==> src/rtl/dbgcap_pkg.sv <==
package dbgcap_pkg;
  localparam int LANE_CNT = 3;

  typedef enum logic [1:0] {
    ST_IDLE  = 2'd0,
    ST_CAPT  = 2'd1,
    ST_ISSUE = 2'd2,
    ST_TAKE  = 2'd3
  } capState_e;

  typedef struct packed {
    logic                clrAddr;
    logic                incAddr;
    logic                latchSample;
    logic [LANE_CNT-1:0] laneWe;
    logic                fifoWe;
    logic                rdStrobe;
    logic                takeWord;
  } capStrobes_t;
endpackage

==> src/rtl/dbgcap_ctrl.sv <==
module dbgcap_ctrl
  import dbgcap_pkg::*;
#(
  parameter int PHASES = 6
) (
  input  logic        clk,
  input  logic        rstN,
  input  logic        startPulse,
  input  logic        modeSram,
  input  logic        outReady,
  input  logic        addrLast,
  output capStrobes_t strobes,
  output logic        modeLat,
  output logic        idleRdy,
  output logic        dataAvail
);
  localparam int PH_W = $clog2(PHASES);
  localparam logic [PH_W-1:0] PH_LAST = PH_W'(PHASES - 1);

  capState_e state;
  logic [PH_W-1:0] phase;
  logic captEnd;

  always_comb begin
    strobes = '0;
    captEnd = 1'b0;
    case (state)
      ST_IDLE: strobes.clrAddr = startPulse;
      ST_CAPT: begin
        if (!modeLat) begin
          strobes.fifoWe  = 1'b1;
          strobes.incAddr = 1'b1;
        end else begin
          strobes.latchSample = (phase == '0);
          for (int i = 0; i < LANE_CNT; i++) begin
            strobes.laneWe[i] = (phase == PH_W'(i + 1));
          end
          strobes.incAddr = (phase == PH_LAST);
        end
        captEnd = strobes.incAddr && addrLast;
        if (captEnd) strobes.clrAddr = 1'b1;
      end
      ST_ISSUE: strobes.rdStrobe = outReady;
      ST_TAKE: begin
        strobes.takeWord = 1'b1;
        strobes.incAddr  = 1'b1;
      end
      default: strobes = '0;
    endcase
  end

  always_ff @(posedge clk) begin
    if (!rstN) begin
      state   <= ST_IDLE;
      phase   <= '0;
      modeLat <= 1'b0;
    end else begin
      case (state)
        ST_IDLE: begin
          phase <= '0;
          if (startPulse) begin
            state   <= ST_CAPT;
            modeLat <= modeSram;
          end
        end
        ST_CAPT: begin
          phase <= (phase == PH_LAST) ? '0 : phase + 1'b1;
          if (captEnd) state <= ST_ISSUE;
        end
        ST_ISSUE: if (outReady) state <= ST_TAKE;
        ST_TAKE:  state <= addrLast ? ST_IDLE : ST_ISSUE;
        default:  state <= ST_IDLE;
      endcase
    end
  end

  assign idleRdy   = (state == ST_IDLE);
  assign dataAvail = (state == ST_ISSUE) || (state == ST_TAKE);
endmodule

==> src/rtl/dbgcap_dp.sv <==
module dbgcap_dp
  import dbgcap_pkg::*;
#(
  parameter int DBG_W  = 20,
  parameter int FIFO_W = 18,
  parameter int LANE_W = 8,
  parameter int ADDR_W = 15
) (
  input  logic                       clk,
  input  logic                       rstN,
  input  capStrobes_t                strobes,
  input  logic                       modeLat,
  input  logic [DBG_W-1:0]           dbgData,
  input  logic [FIFO_W-1:0]          fifoRdData,
  input  logic [LANE_CNT*LANE_W-1:0] sramRdData,
  output logic                       addrLast,
  output logic [ADDR_W-1:0]          sramAddr,
  output logic [LANE_CNT-1:0]        sramWrEn,
  output logic [LANE_W-1:0]          sramWrData,
  output logic                       sramRdEn,
  output logic                       fifoWrEn,
  output logic [FIFO_W-1:0]          fifoWrData,
  output logic                       fifoRdEn,
  output logic [LANE_CNT*LANE_W-1:0] outWord,
  output logic                       outValid
);
  localparam int WORD_W = LANE_CNT * LANE_W;

  logic [ADDR_W-1:0] addr;
  logic [WORD_W-1:0] holdWord;
  logic [LANE_W-1:0] laneByte [LANE_CNT];

  for (genvar g = 0; g < LANE_CNT; g++) begin : g_lane
    assign laneByte[g] = holdWord[g*LANE_W +: LANE_W];
  end

  always_comb begin
    sramWrData = '0;
    for (int i = 0; i < LANE_CNT; i++) begin
      if (strobes.laneWe[i]) sramWrData = laneByte[i];
    end
  end

  always_ff @(posedge clk) begin
    if (!rstN) begin
      addr     <= '0;
      holdWord <= '0;
      outWord  <= '0;
      outValid <= 1'b0;
    end else begin
      if (strobes.clrAddr)      addr <= '0;
      else if (strobes.incAddr) addr <= addr + 1'b1;
      if (strobes.latchSample)
        holdWord <= {{(WORD_W-DBG_W){dbgData[DBG_W-1]}}, dbgData};
      if (strobes.takeWord)
        outWord <= modeLat ? sramRdData
                           : {{(WORD_W-FIFO_W){fifoRdData[FIFO_W-1]}}, fifoRdData};
      outValid <= strobes.takeWord;
    end
  end

  assign addrLast   = (addr == {ADDR_W{1'b1}});
  assign sramAddr   = addr;
  assign sramWrEn   = strobes.laneWe;
  assign sramRdEn   = strobes.rdStrobe && modeLat;
  assign fifoRdEn   = strobes.rdStrobe && !modeLat;
  assign fifoWrEn   = strobes.fifoWe;
  assign fifoWrData = dbgData[DBG_W-1 -: FIFO_W];
endmodule

==> src/rtl/dbgcap_top.sv <==
module dbgcap_top
  import dbgcap_pkg::*;
#(
  parameter int DBG_W  = 20,
  parameter int FIFO_W = 18,
  parameter int LANE_W = 8,
  parameter int ADDR_W = 15,
  parameter int PHASES = 6
) (
  input  logic                       clk,
  input  logic                       rstN,
  input  logic                       startPulse,
  input  logic                       modeSram,
  input  logic [DBG_W-1:0]           dbgData,
  output logic                       fifoWrEn,
  output logic [FIFO_W-1:0]          fifoWrData,
  output logic                       fifoRdEn,
  input  logic [FIFO_W-1:0]          fifoRdData,
  output logic [ADDR_W-1:0]          sramAddr,
  output logic [LANE_CNT-1:0]        sramWrEn,
  output logic [LANE_W-1:0]          sramWrData,
  output logic                       sramRdEn,
  input  logic [LANE_CNT*LANE_W-1:0] sramRdData,
  input  logic                       outReady,
  output logic [LANE_CNT*LANE_W-1:0] outWord,
  output logic                       outValid,
  output logic                       idleRdy,
  output logic                       dataAvail
);
  capStrobes_t strobes;
  logic modeLat;
  logic addrLast;

  dbgcap_ctrl #(.PHASES(PHASES)) u_ctrl (
    .clk(clk), .rstN(rstN), .startPulse(startPulse), .modeSram(modeSram),
    .outReady(outReady), .addrLast(addrLast), .strobes(strobes),
    .modeLat(modeLat), .idleRdy(idleRdy), .dataAvail(dataAvail)
  );

  dbgcap_dp #(.DBG_W(DBG_W), .FIFO_W(FIFO_W), .LANE_W(LANE_W), .ADDR_W(ADDR_W)) u_dp (
    .clk(clk), .rstN(rstN), .strobes(strobes), .modeLat(modeLat),
    .dbgData(dbgData), .fifoRdData(fifoRdData), .sramRdData(sramRdData),
    .addrLast(addrLast), .sramAddr(sramAddr), .sramWrEn(sramWrEn),
    .sramWrData(sramWrData), .sramRdEn(sramRdEn), .fifoWrEn(fifoWrEn),
    .fifoWrData(fifoWrData), .fifoRdEn(fifoRdEn), .outWord(outWord),
    .outValid(outValid)
  );
endmodule

==> config.mk <==
export PLATFORM = sky130hd
export DESIGN_NAME = dbgcap_top
export DESIGN_NICKNAME = d
export VERILOG_FILES = /design/src/rtl/dbgcap_pkg.sv /design/src/rtl/dbgcap_ctrl.sv /design/src/rtl/dbgcap_dp.sv /design/src/rtl/dbgcap_top.sv
export SDC_FILE = /design/constraint.sdc
export NUM_CORES = 1
export LEC_CHECK = 0
export ABC_AREA = 1
export BUFFER_PORTS_ARGS = -buffer_cell sky130_fd_sc_hd__clkbuf_2
export CORE_AREA = 2 2 108 110
export DETAILED_ROUTE_END_ITERATION = 6
export DIE_AREA = 0 0 110 112
export SETUP_SLACK_MARGIN = 0.2
export SYNTH_ARGS = -nofsm -noshare
export SYNTH_HDL_FRONTEND = slang
export SYNTH_SLANG_ARGS = --single-unit
==> constraint.sdc <==
create_clock -name clk -period 3 [get_ports clk]
set_input_delay 0.6 -clock clk [delete_from_list [all_inputs] [get_ports clk]]
set_output_delay 0.6 -clock clk [all_outputs]
set_load 0.02 [all_outputs]
# After elaboration in Yosys (flattened, before gate mapping)

Index checks and enable logic that the tools add are counted.

Register bits: 66
Logic and storage cells: 54
Output and inout port bits: 74

Reduce and logical (&&, ||, !) cells: 11
Bitwise operators: 1
$add $sub $neg: 2
Equality and inequality tests: 11
Mux-type cells: 22

Operators with widths:

| cell                  | number |
|---|---|
| $mux 24               | 1 |
| $mux 8                | 3 |
| $add 15x1->15 const B | 1 |
| $eq 15x15->1 const B  | 1 |
| $mux 2                | 4 |
| $pmux 2 s4            | 1 |
| $mux 1                | 7 |
| $eq 3x2->1 const B    | 2 |
| $pmux 3 s2            | 1 |
| $mux 5                | 1 |
| $eq 2x2->1 const B    | 2 |
| $mux 4                | 1 |
| $ne 2x2->1 const B    | 2 |
| $pmux 1 s2            | 2 |
| $add 3x1->3 const B   | 1 |
| $eq 3x1->1 const B    | 1 |
| $eq 3x3->1 const B    | 1 |
| $logic_and 1x1->1     | 3 |
| $logic_not 3->1       | 1 |
| $mux 3                | 1 |
| $reduce_and 3->1      | 1 |
| $eq 2x1->1 const B    | 1 |
| $logic_not 2->1       | 1 |
| $ne 2x1->1 const B    | 1 |
| 6 further kinds       | 6 |

# Depth between registers and ports, before layout

Gate-level depths: netlist (run 1).

Depth in word-level cells: 7
Gate-level depth with buffers: 11

# Cells and area by module

A second synthesis (run 1) with hierarchy kept.

Cell total of the unflattened synthesis: 465
Area total of the unflattened synthesis: 3284.4 µm²

Modules (own cells, without submodules):

| module      | cells each | area an instance (µm²) | seq. area each (µm²) | instances |
|---|---|---|---|---|
| dbgcap_dp   | 402        | 2859.0                 | 1201.2               | 1 |
| dbgcap_ctrl | 63         | 425.4                  | 120.1                | 1 |

# Worst setup path before layout (run 1)

Ideal clock, no wire load.

Path type: register to output
Start point: register u_ctrl.state[0]
End point: output port sramWrData[0]
Data required time: 2400 ps
Cell stages (with the launch flop): 9
Arrival time: 1439 ps
Slack: 961 ps
Path buffers: 0
Path through: dfxtp_1 > inv_2 > nor2_4 > nand2_1 > nor2_2 > nand2_1 > inv_2 > nand2_1 > a31oi_1

RTL lines:

| element                | line              | source |
|---|---|---|
| start, declared        | dbgcap_ctrl.sv:20 | `capState_e state;` |
| start signal, assigned | dbgcap_ctrl.sv:71 | `ST_TAKE: state <= addrLast ? ST_IDLE : ST_ISSUE;` |
| end, declared          | dbgcap_top.sv:21  | `output logic [LANE_W-1:0] sramWrData,` |

# Final worst setup path (run 1)

Start point: register u_ctrl.state[0]
End point: output port sramWrData[0]

Longest elaborated chain between the ends: 5

RTL lines:

| element             | line              | source |
|---|---|---|
| $eq 2x1->1 (*)      | dbgcap_ctrl.sv:27 | `case (state)` |
| $mux 5 (*)          | dbgcap_ctrl.sv:27 |  |
| $mux 8 (2 in a row) | dbgcap_dp.sv:40   | `if (strobes.laneWe[i]) sramWrData = laneByte[i];` |
| $mux 8 (*)          | dbgcap_dp.sv:40   |  |

Every way passes the cells marked *; elsewhere a longest branch is shown, timed or not.

==> key figures, run 1 <==
Synthesis
  – Asr flop ratio synth: 0
  – Syn Inst Count: between 400 and 500
  – Post-synth EDFFs: 0
  – Post-synthesis sequential area ratio: 0.406
  – Unique masters post-synth: 29
  – Synthesized area: approximately 0.0033 mm^2
  – Area share of the largest cell type after synthesis: 0.406
  – Mean Syn Cell Area: 6.83 um^2
  – Largest area contributor in the netlist: dfxtp_1
  – Net Count, Synth: around 550
  – Synth top area cells: dfxtp_1 (41%), nand2_1 (14%), nor2_1 (7.4%)
  – Ys Warns: 0
  – Synthesized flop and latch total: 66
  – Ys flop type: dfxtp_1

Routing
  – WL/cell: 12.3 um
  – Via count: about 3,400
  – Total Wirelength: between 9000 and 10,000 um
  – Vias/cell: about 4.6
  – Iteration-0 DRC Markers: around 150
  – Pre-antenna DRT Iters: 4
  – Detail Route Antenna Nets: 0
  – DR DRC count: 0

Final layout
  – Share of cells above drive strength 1: 0.287
  – N_diodes: 0
  – Finished Layout Cells: roughly 740
  – Area added between synthesis and finish: 29.4%
  – Post-layout nets: 656

Global route
  – First-pass GRT wire length: ~14,000 um
  – Antenna violations before repair: 0
  – Overflow after GRT: 0
  – GRT Total Usage: 0.149
  – Number of global-route vias before repair: between 3,000 and 4,000
  – Largest net degree at the start of global routing: 49

STA
  – F_max: ~400 MHz
  – Tmin final: between 2000 and 3000 ps
  – Slew HR: 0.569
  – Count of final setup violators: 0
  – RSZ-0062 raised after global routing: no
  – Clock skew: around 4.7 ps
  – PnR worst setup slack: roughly 450 ps
  – Worst-margin pin slew: roughly 650 ps
  – Slew Limit Fails: 0
  – Crit share post-route: 0.848
  – Setup TNS Final: 0 ps
  – Fin. Hold Viols: 0

Clock tree
  – Post-CTS Resized: 0
  – Bufs on Longest Clock Path: 2
  – CTS Root Cell: clkbuf_16
  – Inserted Clock Buffers: 9
  – Setup bufs post-CTS: 0
  – Clock Sinks: 66
  – CTS tree: done
  – Clk_lat worst skew: 330 ps
  – CTS H-tree depth: 3
  – Hold buffers post-CTS: 0
  – Clock edge transition at the registers on the reported setup and hold paths: approximately 50 ps

Floorplan
  – Die width: around 110 um
  – Starting Density: 0.291
  – Core footprint: around 0.011 mm^2
  – Row cnt: 39
  – Die Y-Extent: between 100 and 150 um
  – Area of the die: about 0.012 mm^2
  – IO Count: approximately 140

Hold path
  – Worst Hold Launch: u_dp.holdWord[7]
  – Hold EP: u_dp.holdWord[7]
  – HP Class: reg -> reg
  – Hold Crit Depth: 2

Setup path
  – Worst-case reg-to-reg path depth: 10
  – Crit-path cells: inv_2, nor2_4, nand2_1, nor2_2, nand2_1, inv_2, nand2_1, a31oi_1, clkbuf_2
  – Critical path type: reg -> out
  – Critical-path maximum fanout: 9
  – CP top delay family: simple AND/OR/NAND/NOR gates
  – Worst reg2reg startpoint: u_dp.sramAddr[0]
  – Critical path's largest stage delay: between 400 and 500 ps
  – Top cell by count, worst path: nand2_1
  – CP Launch Type: register
  – Sum of buffers and inverters on the critical path: 3
  – Slowest CP cell: dfxtp_1
  – CP Data Required Time: between 2000 and 2500 ps
  – Reg2reg end: u_dp.sramAddr[10]
  – Reg2Reg Setup Slack: 960 ps
  – CP arrival: a little under 2000 ps
  – CP Capture Type: output port

Power and ir drop
  – Total leakage power: 0.00209 uW
  – Maximum VDD drop: between 0.0003 and 0.0004 V
  – PD cells: around 700 mW/mm^2

Flow run
  – Max cap viols: 0

Placement
  – # port buffers: 140
  – Gpl congestion: just under 0.9
  – Dpl cells: about 720
  – Pre-CTS WS: about 830 ps
  – Post-DP HPWL: 6710 um

Run status
  – Outcome: finished clean
per-layer routing:
layer | global-route usage | share of wire
met5 | 0 | 0
met4 | 0.0591 | 0.017
met3 | 0.0498 | 0.071
met2 | 0.239 | 0.47
met1 | 0.181 | 0.44
state kept, by name, indices dropped and copies added (netlist names):
name and cells:
u_ctrl.modeLat 1, u_dp.outValid 1, u_dp.sramAddr 15, u_dp.outWord 24
u_ctrl.phase 3, u_ctrl.state 2, u_dp.holdWord 20
through the flow:
stage | power [uW] | utilization | hold WS, ps | area, um^2
4_1_cts | 3010 | 0.377 | 485 | 4210
6_report | 2980 | 0.377 | 485 | 4210
2_1_floorplan | 1640 | - | 455 | 3260
3_5_place_dp | 1870 | 0.348 | 473 | 3890
5_1_grt | 3160 | 0.377 | 502 | 4210
3_3_place_gp | 1850 | 0.348 | 470 | 3890
Yosys cell counts (3+ instances only):
| cell type | count |
|---|---|
| a21oi_1 | 27 |
| a31oi_1 | 3 |
| buf_2 | 11 |
| buf_4 | 24 |
| clkbuf_1 | 8 |
| dfxtp_1 | 66 |
| inv_1 | 39 |
| inv_2 | 4 |
| nand2_1 | 123 |
| nand3_1 | 30 |
| nand3b_1 | 5 |
| nand4_1 | 5 |
| nor2_1 | 64 |
| o211ai_1 | 18 |
| o21ai_0 | 20 |
| o21ai_1 | 11 |
| xor2_1 | 3 |
logic make-up (layout without fill, tap and decap cells):
kind of cell	Yosys count	after routing	share of synthesized area
compound gates	81	81	0.141
xor+xnor	4	4	0.0108
simple gates	235	235	0.300
fa+ha+maj	2	2	0.00769
buf+inv	89	204	0.135
flops	66	66	0.406
layout by cell type (no fill, tap or decap):
cell type and instances:
clkbuf_2 140, nand2_1 123, dfxtp_1 66, nor2_1 64
inv_1 39, nand3_1 30, a21oi_1 27, o21ai_0 20
o211ai_1 18, o21ai_1 11, clkbuf_16 9, nand3b_1 5
nand4_1 5, inv_2 4, buf_4 4, a31oi_1 3
xor2_1 3, nor2_2 2, nor3_1 2, ha_1 2
bufinv_16 2, clkinv_2 2, nor2_4 1, clkinv_1 1
nand2_2 1, o22ai_1 1, nand3_2 1, o21ai_2 1
xnor2_1 1, or2_2 1, clkbuf_8 1, clkinvlp_4 1
clkbuf_1 1
final cells by class:
cell class,count,area [um^2]
Fill cell,1170,6960
Clock inverter,5,77.6
Tap cell,143,179
Sequential cell,66,1320
Timing Repair Buffer,144,731
Inverter,44,165
Clock buffer,11,243
Multi-Input combinational cell,322,1500
power by group:
group | internal [uW] | switching (uW) | total [uW]
logic | 237 | 516 | 753
clock network | 747 | 387 | 1130
registers | 993 | 94.9 | 1090
total | 1980 | 998 | 2980
tightest hold or removal path, stage by stage, from the launching register on:
cell and delay, ps:
dfxtp_1 320, nor2_1 50, nor2_1 80
worst max path at each step:
stage                    start  cells past startpoint             to  slack [ps]
2_1_floorplan  u_ctrl.state[0]                      8  sramWrData[0]         960
3_3_place_gp   u_ctrl.state[0]                      9  sramWrData[0]         870
3_5_place_dp   u_ctrl.state[0]                      9  sramWrData[0]         830
4_1_cts        u_ctrl.state[0]                      9  sramWrData[0]         440
5_1_grt        u_ctrl.state[0]                     11  sramWrData[3]         240
6_report       u_ctrl.state[0]                      9  sramWrData[0]         450
(Power assumes the default switching activity.)
==> run 2: changes to the inputs <==
==> constraint.sdc (replaced) <==
create_clock -name clk -period 2.4 [get_ports clk]
set_input_delay 0.48 -clock clk [delete_from_list [all_inputs] [get_ports clk]]
set_output_delay 0.48 -clock clk [all_outputs]
set_load 0.02 [all_outputs]
==> run 2 against run 1 <==
Net effect:
- combinational power is 39% higher
- non-clock buffer count increased by 12
- die area unchanged
- sequential cell count stayed put
- utilization grew 1.5 points
- sequential share of layout area fell by 1.0 points
- total power is 26% higher
- final area up 4.0%
- via count is 2.1% higher
- clock-buffer cell count up 2
- critical endpoint is now sramWrData[2]
- largest power group is now sequential cells
==> key figures, run 2 (synthesized netlist as in run 1, its figures left out) <==
Global route
  – Number of global-route vias before repair: approximately 3,200
  – Overflow after GRT: 0
  – GRT Total Usage: 0.151
  – First-pass GRT wire length: 14,700 um
  – Largest net degree at the start of global routing: 32
  – Antenna violations before repair: 0

Final layout
  – Largest register FFs: 24
  – Share of cells above drive strength 1: 0.321
  – Most frequent cells in the layout: clkbuf_2 (134), nand2_1 (119), nor2_1 (64)
  – Most common cell after layout, fill and taps aside: clkbuf_2
  – Reg with most FFs: u_dp.outWord
  – Post-layout nets: 670
  – Fillers: roughly 1,100
  – Finished Layout Cells: ~750
  – N_diodes: 0
  – Area added between synthesis and finish: 34.6%

Power and ir drop
  – Total leakage power: around 0.0022 uW
  – PD cells: between 800 and 900 mW/mm^2
  – Maximum VDD drop: roughly 0.00041 V
  – Pwr Total: approximately 3700 uW

Run status
  – Outcome: finished clean

STA
  – PnR worst setup slack: between 200 and 300 ps
  – Setup TNS Final: 0 ps
  – Crit share post-route: 0.876
  – Slew HR: 0.580
  – Clock skew: ~6.3 ps
  – Tmin final: roughly 2100 ps
  – Slew Limit Fails: 0
  – F_max: about 480 MHz
  – RSZ-0062 raised after global routing: no
  – Count of final setup violators: 0
  – Fin. Hold Viols: 0
  – Worst-margin pin slew: roughly 630 ps

Routing
  – DR DRC count: 0
  – Total Wirelength: about 9000 um
  – Pre-antenna DRT Iters: 5
  – Via count: between 3,000 and 4,000
  – Vias/cell: approximately 4.6
  – Detail Route Antenna Nets: 0
  – WL/cell: roughly 12 um
  – Iteration-0 DRC Markers: ~140

Floorplan
  – Row cnt: 39
  – Area of the die: approximately 0.012 mm^2
  – Die width: roughly 110 um
  – Starting Density: 0.291
  – IO Count: approximately 140
  – Core footprint: 0.0112 mm^2
  – Die Y-Extent: around 110 um

Placement
  – Post-DP HPWL: 6740 um
  – Gpl congestion: between 0.8 and 0.9
  – # port buffers: between 100 and 150
  – Pre-CTS WS: between 300 and 400 ps
  – Dpl cells: between 700 and 800

Setup path
  – CP Launch Type: register
  – Worst-case reg-to-reg path depth: 10
  – Reg2reg end: u_dp.sramAddr[14]
  – CP Data Required Time: 1920 ps
  – Crit path from: u_ctrl.state[0]
  – Critical path's largest stage delay: roughly 350 ps
  – Top cell by count, worst path: nor2_4
  – Critical path type: reg -> out
  – Crit-path cells: inv_2, nor2_4, nand2_2, nor2_4, nand2_4, clkinvlp_4, nand2_1, a31oi_1, clkbuf_2
  – Sum of buffers and inverters on the critical path: 3
  – Reg2Reg Setup Slack: around 560 ps
  – Worst reg2reg startpoint: u_ctrl.phase[0]
  – Critical-path maximum fanout: 4
  – CP arrival: around 1600 ps
  – CP top delay family: simple AND/OR/NAND/NOR gates
  – Slowest CP cell: dfxtp_4
  – CP Capture Type: output port

Hold path
  – Hold EP: u_dp.outWord[23]
  – Hold Crit Depth: 3
  – HP Class: in -> reg
  – Worst Hold Launch: sramRdData[23]

Clock tree
  – Clock edge transition at the registers on the reported setup and hold paths: 60 ps
  – Bufs on Longest Clock Path: 2
  – Clock Sinks: between 60 and 70
  – CTS Root Cell: clkbuf_16
  – Clk_lat worst skew: ~320 ps
  – CTS H-tree depth: 3
  – CTS tree: done
  – Hold buffers post-CTS: 0
  – Inserted Clock Buffers: 9

Flow run
  – Max cap viols: 0
-- run 2: cell count changes in the layout (fill, tap and decap cells not counted), sizes merged --
cell / before / now
buf: 4 / 22
bufinv: 2 / 1
clkbuf: 151 / 147
clkinv: 3 / 1
clkinvlp: 1 / 2
inv: 43 / 44
-- run 2: worst max path at each step --
stage,to,cells past startpoint
2_1_floorplan,sramWrData[0],8
5_1_grt,sramWrData[3],11
3_3_place_gp,sramWrData[0],9
6_report,sramWrData[2],9
4_1_cts,sramWrData[1],7
3_5_place_dp,sramWrData[6],7
-- run 2: repair_timing --
action	CTS	global route
gates cloned	1	1
gates resized for setup	7	22
pin swaps	2	4
buffers inserted	6	3
setup endpoints to repair	8	8
-- run 2: layout make-up --
class	count	area (um^2)	share of cell area
Multi-Input combinational cell	322	1540	0.352
Clock inverter	2	35.0	0.00800
Inverter	44	170	0.0388
Clock buffer	13	270	0.0617
Tap cell	143	179	0.0408
Sequential cell	66	1330	0.303
Timing Repair Buffer	156	843	0.192
Timing Repair inverter	2	15.0	0.00343
-- run 2: through the flow --
stage	hold WS, ps	util	area [um^2]
4_1_cts	382	0.385	4300
3_5_place_dp	475	0.351	3930
5_1_grt	397	0.392	4380
2_1_floorplan	455	-	3260
6_report	394	0.392	4380
3_3_place_gp	470	0.351	3930
-- run 2: per-layer routing --
| metal | vias to the layer above | wire length [um] | global-route usage | part of all wire |
|---|---|---|---|---|
| li1 | 1765 | - | - | - |
| met1 | 1546 | 4080 | 0.193 | 0.44 |
| met2 | 112 | 4370 | 0.238 | 0.47 |
| met3 | 15 | 571 | 0.0381 | 0.062 |
| met4 | 0 | 193 | 0.0624 | 0.021 |
| met5 | - | 0 | 0 | 0 |
-- run 2: where the power goes --
part	switching, uW	internal, uW
registers	101	1250
clock network	468	882
logic	692	356
-- run 2: worst register-to-register path, cell delays in order, from the launching register on --
cell      delay (ps)
dfxtp_2          340
inv_2             60
nor2_2           180
nand2_1          130
nand2_2          120
nand2_1           60
nand2_1          470
nand3b_1         200
nand2_1          100
nand2_1           50
nor2_1            80
==> run 3: changes to the inputs <==
--- a/config.mk
+++ b/config.mk
@@ -7,10 +7,12 @@
 export LEC_CHECK = 0
 export ABC_AREA = 1
 export BUFFER_PORTS_ARGS = -buffer_cell sky130_fd_sc_hd__clkbuf_2
-export CORE_AREA = 2 2 108 110
+export CORE_AREA = 2 2 86 88
 export DETAILED_ROUTE_END_ITERATION = 6
-export DIE_AREA = 0 0 110 112
+export DIE_AREA = 0 0 88 90
+export PLACE_DENSITY_LB_ADDON = 0.2
 export SETUP_SLACK_MARGIN = 0.2
+export SKIP_CTS_REPAIR_TIMING = 1
 export SYNTH_ARGS = -nofsm -noshare
 export SYNTH_HDL_FRONTEND = slang
 export SYNTH_SLANG_ARGS = --single-unit
==> run 3 against run 2 <==
Net effect:
- wire length fell by 10%
- global-route usage grew 5.7 points
- total power shrank 12%
- worst setup slack worse by 160 ps
==> key figures, run 3 (synthesized netlist as in run 1, its figures left out) <==
Run status
  – Outcome: finished clean

STA
  – RSZ-0062 raised after global routing: yes
  – Count of final setup violators: 0
  – Fin. Hold Viols: 0
  – F_max: about 440 MHz
  – Clock skew: between 8 and 9 ps
  – Slew Limit Fails: 0
  – Setup TNS Final: 0 ps
  – Worst-margin pin slew: ~600 ps
  – Slew HR: 0.592
  – Crit share post-route: 0.943
  – Tmin final: 2260 ps

Routing
  – Iteration-0 DRC Markers: between 100 and 150
  – Detail Route Antenna Nets: 0
  – DR DRC count: 0
  – Via count: about 3,400
  – Vias/cell: about 4.8
  – Total Wirelength: around 8300 um
  – Pre-antenna DRT Iters: 4
  – WL/cell: roughly 12 um

Setup path
  – CP Launch Type: register
  – CP Capture Type: output port
  – CP Data Required Time: ~1900 ps
  – Slowest CP cell: dfxtp_4
  – Critical path type: reg -> out
  – Reg2Reg Setup Slack: 500 ps
  – Critical path's largest stage delay: 380 ps
  – Top cell by count, worst path: nor2_4
  – Sum of buffers and inverters on the critical path: 3
  – CP top delay family: simple AND/OR/NAND/NOR gates
  – Critical-path maximum fanout: 5
  – Crit-path cells: inv_4, nor2_4, nand2_2, nor2_4, nand2_4, clkinvlp_4, nand2_1, a31oi_1, buf_4
  – CP arrival: roughly 1800 ps

Final layout
  – Most frequent cells in the layout: clkbuf_2 (132), nand2_1 (121), dfxtp_1 (65)
  – Post-layout nets: 665
  – Finished Layout Cells: 700
  – N_diodes: 0
  – Most common cell after layout, fill and taps aside: clkbuf_2
  – Area added between synthesis and finish: 27.9%
  – Fillers: just under 700
  – Largest register FFs: 24
  – Final instance area: approximately 0.0042 mm^2
  – Share of cells above drive strength 1: 0.306
  – Reg with most FFs: u_dp.outWord

Power and ir drop
  – PD cells: around 790 mW/mm^2
  – Total leakage power: 0.00209 uW
  – Maximum VDD drop: roughly 0.0004 V
  – Pwr Total: 3290 uW

Floorplan
  – Die Y-Extent: 90 um
  – Starting Density: 0.464
  – IO Count: 141
  – Core footprint: approximately 0.0070 mm^2
  – Area of the die: between 0.007 and 0.008 mm^2
  – Row cnt: 31
  – Die width: slightly below 90 um

Global route
  – Overflow after GRT: 0
  – Largest net degree at the start of global routing: 49
  – Number of global-route vias before repair: 3,035
  – Antenna violations before repair: 0
  – GRT Total Usage: 0.207
  – First-pass GRT wire length: 13,300 um

Placement
  – Gpl congestion: around 0.80
  – Dpl cells: roughly 680
  – Placed inst area: 0.00386 mm^2
  – Post-DP HPWL: about 6000 um
  – # port buffers: 140

Flow run
  – Max cap viols: 0

Clock tree
  – CTS Root Cell: clkbuf_8
  – CTS H-tree depth: 3
  – CTS tree: done
  – Clock edge transition at the registers on the reported setup and hold paths: around 70 ps
  – Clk_lat worst skew: roughly 330 ps
  – Bufs on Longest Clock Path: 2
  – Inserted Clock Buffers: 9
  – Clock Sinks: between 60 and 70

Hold path
  – HP Class: in -> reg
[run 3: routing by layer]
metal	global-route usage	routed length, um	share of wire	vias up
met1	0.258	3570	0.43	1495
met4	0.0731	93	0.011	0
met2	0.347	3990	0.48	122
li1	-	-	-	1758
met3	0.0459	594	0.072	8
met5	0	0	0	-
[run 3: worst min-delay path, cell delays in order]
cell	delay, ps
clkbuf_2	80
nand2_1	50
a21oi_1	60
[run 3: power breakdown]
group / switching, uW / internal [uW]
combinational: 676 / 347
sequential: 99.5 / 1240
clock: 418 / 505
total: 1190 / 2090
[run 3: worst paths after layout]
path | cells after the start | to | from
min reg2reg | 2 | u_dp.holdWord[15] | u_dp.holdWord[15]
max | 9 | sramWrData[2] | u_ctrl.state[0]
min | 3 | u_dp.outWord[20] | sramRdData[20]
max reg2reg | 9 | u_dp.sramAddr[3] | u_dp.sramAddr[0]
[run 3: stage by stage]
stage | utilization | hold slack, ps | setup slack [ps]
floorplan | - | 455 | 481
global placement | 0.550 | 472 | 427
detailed placement | 0.550 | 477 | 338
CTS | 0.578 | 363 | -24.2
global route | 0.593 | 370 | 2.65
finish | 0.593 | 374 | 137
[run 3: cell type report]
| class | instances | area, um^2 | share of cell area |
|---|---|---|---|
| multi-input combinational | 322 | 1520 | 0.366 |
| clock inverter | 5 | 53.8 | 0.0129 |
| inverter | 44 | 174 | 0.0418 |
| timing repair buffer | 152 | 816 | 0.196 |
| tap | 99 | 124 | 0.0297 |
| timing repair inverter | 1 | 7.51 | 0.00180 |
| sequential | 66 | 1330 | 0.318 |
| clock buffer | 11 | 141 | 0.0339 |
